File: src/rtl/icu_pkg.sv
package icu_pkg;
   localparam logic [2:0] RA_REQ = 3'd0;
   localparam logic [2:0] RA_EN  = 3'd1;
   localparam logic [2:0] RA_SEL = 3'd2;
   localparam logic [2:0] RA_POL = 3'd3;
   localparam logic [2:0] RA_PIN = 3'd4;

   localparam int VEC_RST  = 0;
   localparam int VEC_BRK  = 1;
   localparam int VEC_BASE = 2;

   // Alternate source index for shared slot k: sources above the slot count, reused cyclically
   function automatic int alt_src(input int k, input int nsrc, input int nvec);
      return nvec + (k % (nsrc - nvec));
   endfunction
endpackage

File: src/rtl/icu_edge_unit.sv
module icu_edge_unit (
   input  logic clk,
   input  logic rst_n,
   input  logic pin_in,
   input  logic pol,
   output logic evt
);
   logic sync1_q, sync2_q, act_q;
   logic act;

   // Polarity folded into the level; a polarity change is seen as a level step
   assign act = pol ? sync2_q : ~sync2_q;
   assign evt = act & ~act_q;

   always_ff @(posedge clk or negedge rst_n) begin
      if (!rst_n) begin
         sync1_q <= 1'b0;
         sync2_q <= 1'b0;
         act_q   <= 1'b1;
      end else begin
         sync1_q <= pin_in;
         sync2_q <= sync1_q;
         act_q   <= act;
      end
   end

   p_single_pulse_r11: assert property (@(posedge clk) disable iff (!rst_n)
      evt |=> !evt);
endmodule

File: src/rtl/icu_src_route.sv
module icu_src_route #(
   parameter int NVEC = 16,
   parameter int NSRC = 22,
   parameter int NSHR = 8
) (
   input  logic [NSRC-1:0] src,
   input  logic [NSHR-1:0] sel_q,
   input  logic            sel_wr,
   input  logic [NSHR-1:0] sel_wdata,
   output logic [NVEC-1:0] slot_evt
);
   localparam int FIRST_SHR = NVEC - NSHR;

   for (genvar s = 0; s < NVEC; s++) begin : g_slot
      if (s < FIRST_SHR) begin : g_direct
         assign slot_evt[s] = src[s];
      end else begin : g_shared
         localparam int K   = s - FIRST_SHR;
         localparam int ALT = icu_pkg::alt_src(K, NSRC, NVEC);
         logic picked, sel_flip;
         assign picked      = sel_q[K] ? src[ALT] : src[s];
         assign sel_flip    = sel_wr & (sel_wdata[K] ^ sel_q[K]);
         assign slot_evt[s] = picked | sel_flip;
      end
   end
endmodule

File: src/rtl/icu_prio_pick.sv
module icu_prio_pick #(
   parameter int N     = 16,
   parameter int IDX_W = $clog2(N)
) (
   input  logic             clk,
   input  logic             rst_n,
   input  logic [N-1:0]     pend,
   output logic             any,
   output logic [IDX_W-1:0] idx,
   output logic [N-1:0]     grant
);
   assign any   = |pend;
   assign grant = pend & (~pend + N'(1));

   always_comb begin
      idx = '0;
      for (int i = N - 1; i >= 0; i--) begin
         if (pend[i]) idx = IDX_W'(i);
      end
   end

   p_grant_idx_r5: assert property (@(posedge clk) disable iff (!rst_n)
      any |-> (grant[idx] && $onehot0(grant)));
endmodule

File: src/rtl/shared_vector_icu.sv
module shared_vector_icu #(
   parameter int NVEC     = 16,
   parameter int NEXT     = 9,
   parameter int NINT     = 13,
   parameter int NSHR     = 8,
   parameter int DATA_W   = 16,
   parameter int ALT_IDX0 = 0,
   parameter int ALT_IDX1 = 4,
   parameter int VID_W    = $clog2(NVEC + 2)
) (
   input  logic              clk,
   input  logic              rst_n,
   input  logic [NEXT-1:0]   ext_pin,
   input  logic [1:0]        ext_alt_pin,
   input  logic [NINT-1:0]   int_evt,
   input  logic              reset_evt,
   input  logic              brk_evt,
   input  logic              cpu_iflag,
   input  logic              reg_we,
   input  logic [2:0]        reg_addr,
   input  logic [DATA_W-1:0] reg_wdata,
   output logic [DATA_W-1:0] reg_rdata,
   output logic              irq_valid,
   output logic [VID_W-1:0]  irq_vec,
   input  logic              irq_ack,
   output logic              set_iflag
);
   import icu_pkg::*;

   localparam int NSRC  = NEXT + NINT;
   localparam int IDX_W = $clog2(NVEC);

   if (NSRC <= NVEC)       begin : g_chk_src   $error("need more sources than slots");  end
   if (NSHR > NVEC)        begin : g_chk_shr   $error("too many shared slots");         end
   if (NVEC > DATA_W)      begin : g_chk_vw    $error("slots exceed data width");       end
   if (NEXT > DATA_W)      begin : g_chk_ew    $error("pins exceed data width");        end
   if (NEXT > NVEC)        begin : g_chk_ev    $error("pins exceed slots");             end
   if (ALT_IDX0 >= NEXT || ALT_IDX1 >= NEXT || ALT_IDX0 == ALT_IDX1)
                           begin : g_chk_alt   $error("bad alternate pin index");       end

   logic [NVEC-1:0] req_q, en_q;
   logic [NSHR-1:0] sel_q;
   logic [NEXT-1:0] pol_q;
   logic            pin_sw_q, rst_pend_q, brk_pend_q;

   logic wr_req, wr_en, wr_sel, wr_pol, wr_pin;
   assign wr_req = reg_we && (reg_addr == RA_REQ);
   assign wr_en  = reg_we && (reg_addr == RA_EN);
   assign wr_sel = reg_we && (reg_addr == RA_SEL);
   assign wr_pol = reg_we && (reg_addr == RA_POL);
   assign wr_pin = reg_we && (reg_addr == RA_PIN);

   // External path: pin choice, synchronizer, edge detection
   logic [NEXT-1:0] pin_mux, ext_evt;
   for (genvar e = 0; e < NEXT; e++) begin : g_ext
      if (e == ALT_IDX0) begin : g_alt0
         assign pin_mux[e] = pin_sw_q ? ext_alt_pin[0] : ext_pin[e];
      end else if (e == ALT_IDX1) begin : g_alt1
         assign pin_mux[e] = pin_sw_q ? ext_alt_pin[1] : ext_pin[e];
      end else begin : g_plain
         assign pin_mux[e] = ext_pin[e];
      end
      icu_edge_unit i_edge (
         .clk    (clk),
         .rst_n  (rst_n),
         .pin_in (pin_mux[e]),
         .pol    (pol_q[e]),
         .evt    (ext_evt[e])
      );
   end

   logic [NSRC-1:0] src;
   logic [NVEC-1:0] slot_evt;
   assign src = {int_evt, ext_evt};

   icu_src_route #(.NVEC(NVEC), .NSRC(NSRC), .NSHR(NSHR)) i_route (
      .src       (src),
      .sel_q     (sel_q),
      .sel_wr    (wr_sel),
      .sel_wdata (reg_wdata[NSHR-1:0]),
      .slot_evt  (slot_evt)
   );

   // Arbitration
   logic [NVEC-1:0]  pend, m_grant;
   logic             m_any;
   logic [IDX_W-1:0] m_idx;
   assign pend = req_q & en_q & {NVEC{~cpu_iflag}};

   icu_prio_pick #(.N(NVEC)) i_prio (
      .clk   (clk),
      .rst_n (rst_n),
      .pend  (pend),
      .any   (m_any),
      .idx   (m_idx),
      .grant (m_grant)
   );

   logic take, take_mask;
   assign irq_valid = rst_pend_q | brk_pend_q | m_any;
   assign take      = irq_ack & irq_valid;
   assign take_mask = take & ~rst_pend_q & ~brk_pend_q;
   assign set_iflag = take;

   always_comb begin
      if (rst_pend_q)      irq_vec = VID_W'(VEC_RST);
      else if (brk_pend_q) irq_vec = VID_W'(VEC_BRK);
      else                 irq_vec = VID_W'(VEC_BASE) + VID_W'(m_idx);
   end

   logic [NVEC-1:0] sw_keep, ack_clr, req_nxt;
   assign sw_keep = wr_req ? reg_wdata[NVEC-1:0] : '1;
   assign ack_clr = take_mask ? m_grant : '0;
   assign req_nxt = (req_q & sw_keep & ~ack_clr) | slot_evt;

   always_ff @(posedge clk or negedge rst_n) begin
      if (!rst_n) begin
         req_q      <= '0;
         en_q       <= '0;
         sel_q      <= '0;
         pol_q      <= '0;
         pin_sw_q   <= 1'b0;
         rst_pend_q <= 1'b0;
         brk_pend_q <= 1'b0;
      end else begin
         req_q      <= req_nxt;
         rst_pend_q <= reset_evt | (rst_pend_q & ~take);
         brk_pend_q <= brk_evt | (brk_pend_q & ~(take & ~rst_pend_q));
         if (wr_en)  en_q     <= reg_wdata[NVEC-1:0];
         if (wr_sel) sel_q    <= reg_wdata[NSHR-1:0];
         if (wr_pol) pol_q    <= reg_wdata[NEXT-1:0];
         if (wr_pin) pin_sw_q <= reg_wdata[0];
      end
   end

   always_comb begin
      reg_rdata = '0;
      case (reg_addr)
         RA_REQ:  reg_rdata[NVEC-1:0] = req_q;
         RA_EN:   reg_rdata[NVEC-1:0] = en_q;
         RA_SEL:  reg_rdata[NSHR-1:0] = sel_q;
         RA_POL:  reg_rdata[NEXT-1:0] = pol_q;
         RA_PIN:  reg_rdata[0]        = pin_sw_q;
         default: reg_rdata           = '0;
      endcase
   end

   p_mask_gate_r4: assert property (@(posedge clk) disable iff (!rst_n)
      (irq_valid && !rst_pend_q && !brk_pend_q) |-> (!cpu_iflag && |(req_q & en_q)));

   p_rst_first_r6: assert property (@(posedge clk) disable iff (!rst_n)
      rst_pend_q |-> (irq_valid && irq_vec == VID_W'(VEC_RST)));

   p_ack_clears_r7: assert property (@(posedge clk) disable iff (!rst_n)
      (take_mask && !(|(slot_evt & m_grant))) |=> !(|(req_q & $past(m_grant))));

   p_evt_wins_r8: assert property (@(posedge clk) disable iff (!rst_n)
      (take_mask && |(slot_evt & m_grant)) |=> |(req_q & $past(m_grant)));

   for (genvar b = 0; b < NVEC; b++) begin : g_req_chk
      p_no_sw_set_r3: assert property (@(posedge clk) disable iff (!rst_n)
         $rose(req_q[b]) |-> $past(slot_evt[b]));
   end
endmodule

File: config.mk
export PLATFORM = sky130hd
export DESIGN_NAME = shared_vector_icu
export DESIGN_NICKNAME = d
export VERILOG_FILES = /design/src/rtl/icu_pkg.sv /design/src/rtl/icu_edge_unit.sv /design/src/rtl/icu_src_route.sv /design/src/rtl/icu_prio_pick.sv /design/src/rtl/shared_vector_icu.sv
export SDC_FILE = /design/constraint.sdc
export NUM_CORES = 1
export LEC_CHECK = 0
export CAP_MARGIN = 40
export CORE_ASPECT_RATIO = 1.75
export CORE_MARGIN = 2
export CORE_UTILIZATION = 50
export CTS_BUF_LIST = sky130_fd_sc_hd__clkbuf_8 sky130_fd_sc_hd__clkbuf_16
export CTS_CLUSTER_DIAMETER = 80
export DETAILED_ROUTE_END_ITERATION = 8
export PLACE_DENSITY = 0.76
export SYNTH_ARGS = -nofsm -noshare
export SYNTH_HDL_FRONTEND = slang
export SYNTH_HIERARCHICAL = 1
export SYNTH_SLANG_ARGS = --single-unit
File: constraint.sdc
create_clock -name clk -period 5.65 [get_ports clk]
set_clock_uncertainty 0.2 [all_clocks]
set_input_delay 1.695 -clock clk [delete_from_list [all_inputs] [get_ports clk]]
set_output_delay 1.695 -clock clk [all_outputs]
set_load 0.1 [all_outputs]
# Word level (Yosys, flattened, before mapping)
# Cells that the tools add are included.
# W data, S select, Z words.
[classes] add_sub_neg=2 n_eq_ne=4 muxes=43 bitwise_logic=73 n_reduce_logical=7
[op_table] cell="$and A16 B16 Y16" n=5
[op_table] cell="$mux W4" n=16
[op_table] cell="$mux W16" n=2
[op_table] cell="$not A16 Y16" n=2
[op_table] cell="$pmux W7 S4" n=1
[op_table] cell="$not A1 Y1" n=23
[op_table] cell="$and A1 B1 Y1" n=22
[op_table] cell="$mux W1" n=19
[op_table] cell="$add A16 B1 Y16 const B" n=1
[op_table] cell="$or A16 B16 Y16" n=1
[op_table] cell="$reduce_or A16 Y1" n=1
[op_table] cell="$pmux W7 S2" n=1
[op_table] cell="$or A1 B1 Y1" n=12
[op_table] cell="$mux W5" n=2
[op_table] cell="$xor A1 B1 Y1" n=8
[op_table] cell="$eq A3 B2 Y1 const B" n=2
[op_table] cell="$add A2 B4 Y5 const A" n=1
[op_table] cell="$logic_and A1 B1 Y1" n=5
[op_table] cell="$pmux W1 S5" n=1
[op_table] cell="$eq A3 B1 Y1 const B" n=1
[op_table] cell="$eq A3 B3 Y1 const B" n=1
[op_table] cell="$logic_not A3 Y1" n=1
[op_table] cell="$pmux W1 S3" n=1
[word_totals] regBits=79 in_bits=50 output_inout_bits=23 word_cells=163

# Depth between registers and ports, before layout
[depth] ltp_word=21 ltp_mapped=11 mapped_depth_nobuf=9

# By module
# Netlist, hierarchy kept.
[by_module_without_submodules] mod="shared_vector_icu" instances=1 cells_each=254 area_per_inst_um2=2788.9 seq_area_each_um2=1301.2
[by_module_without_submodules] mod="icu_edge_unit" instances=9 cells_each=5 area_per_inst_um2=93.8 seq_area_each_um2=76.3
[by_module_without_submodules] mod="icu_prio_pick" instances=1 cells_each=52 area_per_inst_um2=344.1 seq_area_each_um2=0.0
[by_module_without_submodules] mod="icu_src_route" instances=1 cells_each=34 area_per_inst_um2=264.0 seq_area_each_um2=0.0

# Worst setup path after synthesis
# No wires, ideal clock.
[synth_timing] path_type="input to output" start="input port cpu_iflag" end="output port irq_vec[2]" t_arrival_ps=5329 required_time_ps=3755 setup_slack_ps=-1574 cell_stages=8 n_path_buf=1 cell_sequence="clkbuf_1 nor2_1 nor2_1 o31ai_1 a31oi_1 o31a_2 ha_1 nor3b_1"
[synth_between] word_cells_on_any_way=21 cone_classes="add/sub (1); mux (18); bitwise (2)"
[synth_lines] item="start, declared" line="shared_vector_icu.sv:18" source="input logic cpu_iflag,"
[synth_lines] item="$not A1 Y1" line="shared_vector_icu.sv:88" source="assign pend = req_q & en_q & {NVEC{~cpu_iflag}};"
[synth_lines] item="$and A16 B16 Y16" line="shared_vector_icu.sv:88"
[synth_lines] item="via pend[8]" line="shared_vector_icu.sv:85" source="logic [NVEC-1:0] pend, m_grant;"
[synth_lines] item="$mux W4 (9 in series)" line="icu_prio_pick.sv:18" source="if (pend[i]) idx = IDX_W'(i);"
[synth_lines] item="via m_idx[1]" line="shared_vector_icu.sv:87" source="logic [IDX_W-1:0] m_idx;"
[synth_lines] item="$add A2 B4 Y5" line="shared_vector_icu.sv:108" source="else irq_vec = VID_W'(VEC_BASE) + VID_W'(m_idx);"
[synth_lines] item="$mux W5" line="shared_vector_icu.sv:107" source="else if (brk_pend_q) irq_vec = VID_W'(VEC_BRK);"
[synth_lines] item="$mux W5" line="shared_vector_icu.sv:106" source="if (rst_pend_q) irq_vec = VID_W'(VEC_RST);"
[synth_lines] item="end, declared" line="shared_vector_icu.sv:24" source="output logic [VID_W-1:0] irq_vec,"
# The timed path passes the listed nets, and every way through them passes these cells.

# Final worst setup path
[layout_timing] start="input port cpu_iflag" end="output port set_iflag"
[layout_between] elab_chain_cells=5
[layout_rtl] item="$not A1 Y1" line="shared_vector_icu.sv:88"
[layout_rtl] item="$and A16 B16 Y16" line="shared_vector_icu.sv:88"
[layout_rtl] item="via pend[8]" line="shared_vector_icu.sv:85"
[layout_rtl] item="$reduce_or A16 Y1" line="icu_prio_pick.sv:12" source="assign any = |pend;"
[layout_rtl] item="via m_any" line="shared_vector_icu.sv:86" source="logic m_any;"
[layout_rtl] item="$or A1 B1 Y1" line="shared_vector_icu.sv:100" source="assign irq_valid = rst_pend_q | brk_pend_q | m_any;"
[layout_rtl] item="$and A1 B1 Y1" line="shared_vector_icu.sv:101" source="assign take = irq_ack & irq_valid;"
[layout_rtl] item="end, declared" line="shared_vector_icu.sv:26" source="output logic set_iflag"
# The timed path passes the listed nets, and every way through them passes these cells.

==> run metrics <==
number of antenna violations at the first check in global routing=0; power density cells=345 mW/mm²; register area=0.00199 mm²; CTS Hold Bufs=0; cell area after synthesis=0.00424 mm²; CP most frequent cell=and2_4; main combinational cell family by area after synthesis=simple AND/OR/NAND/NOR gates; largest net degree at the start of global routing=44; Post-Synth Simple-Gate Area=17.9%; RePlAce Congestion=0.893; FP Rows=44; Clk Latency, worst-skew pair=340 ps; Initial DRT Pass Iterations=4; Max FO, Critical Path=8; CP Cell Sequence=buf_2, buf_16, nor2_4, buf_4, nor4_4, and2_4, nand2_1, or3_2, and2_4, buf_12; Netlist cell types=56; die width=73.6 µm; pre-CTS setup slack=-334 ps; top-count cell post-synth=dfrtp_1; vias per inst=5.60; Tot GR Track Use=24.5%; Post-synth EDFFs=0; Hold Vio Cnt, Final=0; WL final=10,400 µm; Die Span Y=126 µm; # fillers=593; fraction of layout cells with a size suffix above 1=33.6%; GRT Max-Usage Layer=met2; post-route ant nets=0; fmax=181 MHz; Yosys reg bits=79; area of the multi-input gates=0.00211 mm²; Antenna diodes=0; I/O pins=73; top_reg_cell synth=dfrtp_1; worst path bufs/invs=4; die area=0.00926 mm²; clock-pin slew on the worst setup and hold paths=60 ps; Buffers on Ports=72; GR Util met3=4.48%; crit path kind=input pin to primary output; cell taking the most area after synthesis=dfrtp_1; iteration-0 DRC count of the detailed router=162; first-pass GRT wire length=17,100 µm; Setup crit start kind=input pin; Vias=3,217; Hold WC Path Type=register to register; adder-cell share of the synthesized area=0.295%; met1 Use GR=28.3%; CP Capture Type=primary output; CTS sink cnt=79; Final Max Slew Viols=0; vias in the first global route=3,526; routed len/inst=18.1 µm; CP arrival=3620 ps; core box area=0.00826 mm²; Critical Path RT=3750 ps; slew margin rel.=49.5%; Num CTS Buffers=9; CTS HTree Levels=3; clk root buf=clkbuf_16; grt met2 use=43.5%; RSZ-0062 raised after global routing=no; share of the synthesized area in the top cell type=41.3%; syn nets=436; HPWL after DPL=7760 µm; post-synthesis mux area share=13.6%; final period utilization=97.6%; Tightest Pin Transition=754 ps; setup ws final=137 ps; clk buf depth=2; # DRC=0; slowest stage delay, CP=430 ps; top cells by count, synth=dfrtp_1, nor2_1, nand2_1; CP delay by family, top=simple AND/OR/NAND/NOR gates; complex-gate fraction of the synthesized area=11.5%; starting density of the core=51.4%; Area Growth Syn to Fin=38.7%; cells after synthesis=385; Core Util, Final=71.3%; Final Setup Violations=0; top cells by area, synth=dfrtp_1, mux2_2, dfstp_2; status=complete, no violations; YS warnings=6; Async SR Flop Fraction=100%; CP max stage cell=or3_2; register area share after synthesis=46.9%; syn avg cell area=11.0 µm²; maximum VDD drop=0.000234 V; Max-Cap Viols=0; Final min period=5510 ps; Pleak=2.53 nW; fin nets=528; xor/xnor cell area share of the yosys netlist=3.51%; total gr overflow=0; TritonCTS clock tree=built
[report_power, final]
group | switching (mW) | total, mW | internal [mW] | leakage, nW
Sequential | 0.0740 | 0.742 | 0.668 | 0.885
Combinational | 0.340 | 0.664 | 0.324 | 1.49
Clock | 0.233 | 0.621 | 0.388 | 0.154
Total | 0.648 | 2.03 | 1.38 | 2.53
[per-layer routing]
layer | vias up | share of wire [%] | routed length [µm]
li1 | 1522 | - | -
met1 | 1609 | 38 | 3990
met2 | 68 | 56 | 5830
met3 | 18 | 3.1 | 321
met4 | 0 | 2.5 | 257
met5 | - | 0 | 0
[worst reg2reg max path: cells and delay by family (launching register included)]
family             cells  cell delay (ps)
AOI/OAI and AO/OA      2              380
and+or+nand+nor        7             1380
DFF                    1              380
[cells in the final DEF, fill, tap and decap left out, types with 3 or more instances in the layout]
| cell | synthesis | layout |
|---|---|---|
| nor2_2 | 0 | 4 |
| a22oi_1 | 14 | 14 |
| clkbuf_16 | 0 | 9 |
| o21ai_0 | 14 | 13 |
| dfstp_2 | 9 | 9 |
| a221o_1 | 7 | 7 |
| nor2_1 | 34 | 26 |
| nand3_1 | 3 | 3 |
| nor2_4 | 0 | 4 |
| a21oi_1 | 3 | 3 |
| nor3_4 | 0 | 3 |
| and3_2 | 3 | 3 |
| nand2b_1 | 4 | 4 |
| buf_12 | 0 | 26 |
| buf_4 | 11 | 32 |
| and2b_2 | 9 | 9 |
| mux4_2 | 6 | 6 |
| inv_1 | 21 | 22 |
| dfrtp_1 | 70 | 70 |
| clkdlybuf4s50_1 | 0 | 47 |
| nor3_1 | 6 | 3 |
| xor2_1 | 7 | 7 |
| a21o_1 | 17 | 17 |
| mux2i_1 | 10 | 10 |
| and2_2 | 3 | 3 |
| nor2b_1 | 16 | 16 |
| mux2_2 | 23 | 23 |
| mux2_4 | 3 | 3 |
| xnor2_1 | 10 | 10 |
| nand2_1 | 28 | 28 |
[per-stage QoR]
step	hold WS, ps	cell area, µm²	TNS [ps]	power, mW	std cells
2_1_floorplan	131	4320	-159	1.16	385
3_3_place_gp	133	5480	-1100	1.38	555
3_5_place_dp	136	5510	-1520	1.40	557
4_1_cts	150	5880	0	2.04	574
5_1_grt	160	5880	0	2.13	574
6_report	146	5880	0	2.03	574
[sequential cells by signal, indices dropped and copies added, names as in the netlist]
signal                flops
pol_q                     9
en_q                     16
brk_pend_q                1
req_q                    16
sel_q                     8
g_ext.i_edge/sync2_q      9
rst_pend_q                1
g_ext.i_edge/act_q        9
pin_sw_q                  1
g_ext.i_edge/sync1_q      9
[what timing repair did]
action,CTS,global route
gates cloned,1,0
pin swaps,2,3
gates resized for setup,10,5
buffers inserted,0,0
endpoints found under the setup margin,7,6
[kinds of logic after synthesis]
kind of cell / Yosys count
and+or+nand+nor: 129
buffers and inverters: 48
adders and majority gates: 1
xor gates and xnor gates: 17
DFF: 79
muxes: 44
AOI/OAI and AO/OA: 67
[final cells by class]
| type | instances | area share (%) |
|---|---|---|
| clock inverters | 7 | 1.64 |
| repair buffers | 108 | 21.7 |
| well taps | 92 | 1.96 |
| multi-input cells | 258 | 35.8 |
| flip-flops and latches | 79 | 33.8 |
| inverters | 21 | 1.34 |
| clock buffers | 9 | 3.83 |
[path summary, 6_finish.rpt]
kind | startpoint | to | slack [ps] | depth (start not counted)
worst max-delay path | cpu_iflag | set_iflag | 140 | 10
worst min-delay path | g_ext[2].i_edge/sync1_q | g_ext[2].i_edge/sync2_q | 150 | 0
worst max register to register | req_q[0] | req_q[13] | 3200 | 9
worst min register to register | g_ext[2].i_edge/sync1_q | g_ext[2].i_edge/sync2_q | 150 | 0
max in group asynchronous | rst_n | g_ext[2].i_edge/act_q | 3480 | 2
min in group asynchronous | rst_n | g_ext[8].i_edge/sync1_q | 1120 | 1
Note: power is estimated with default switching activity, not from simulation.
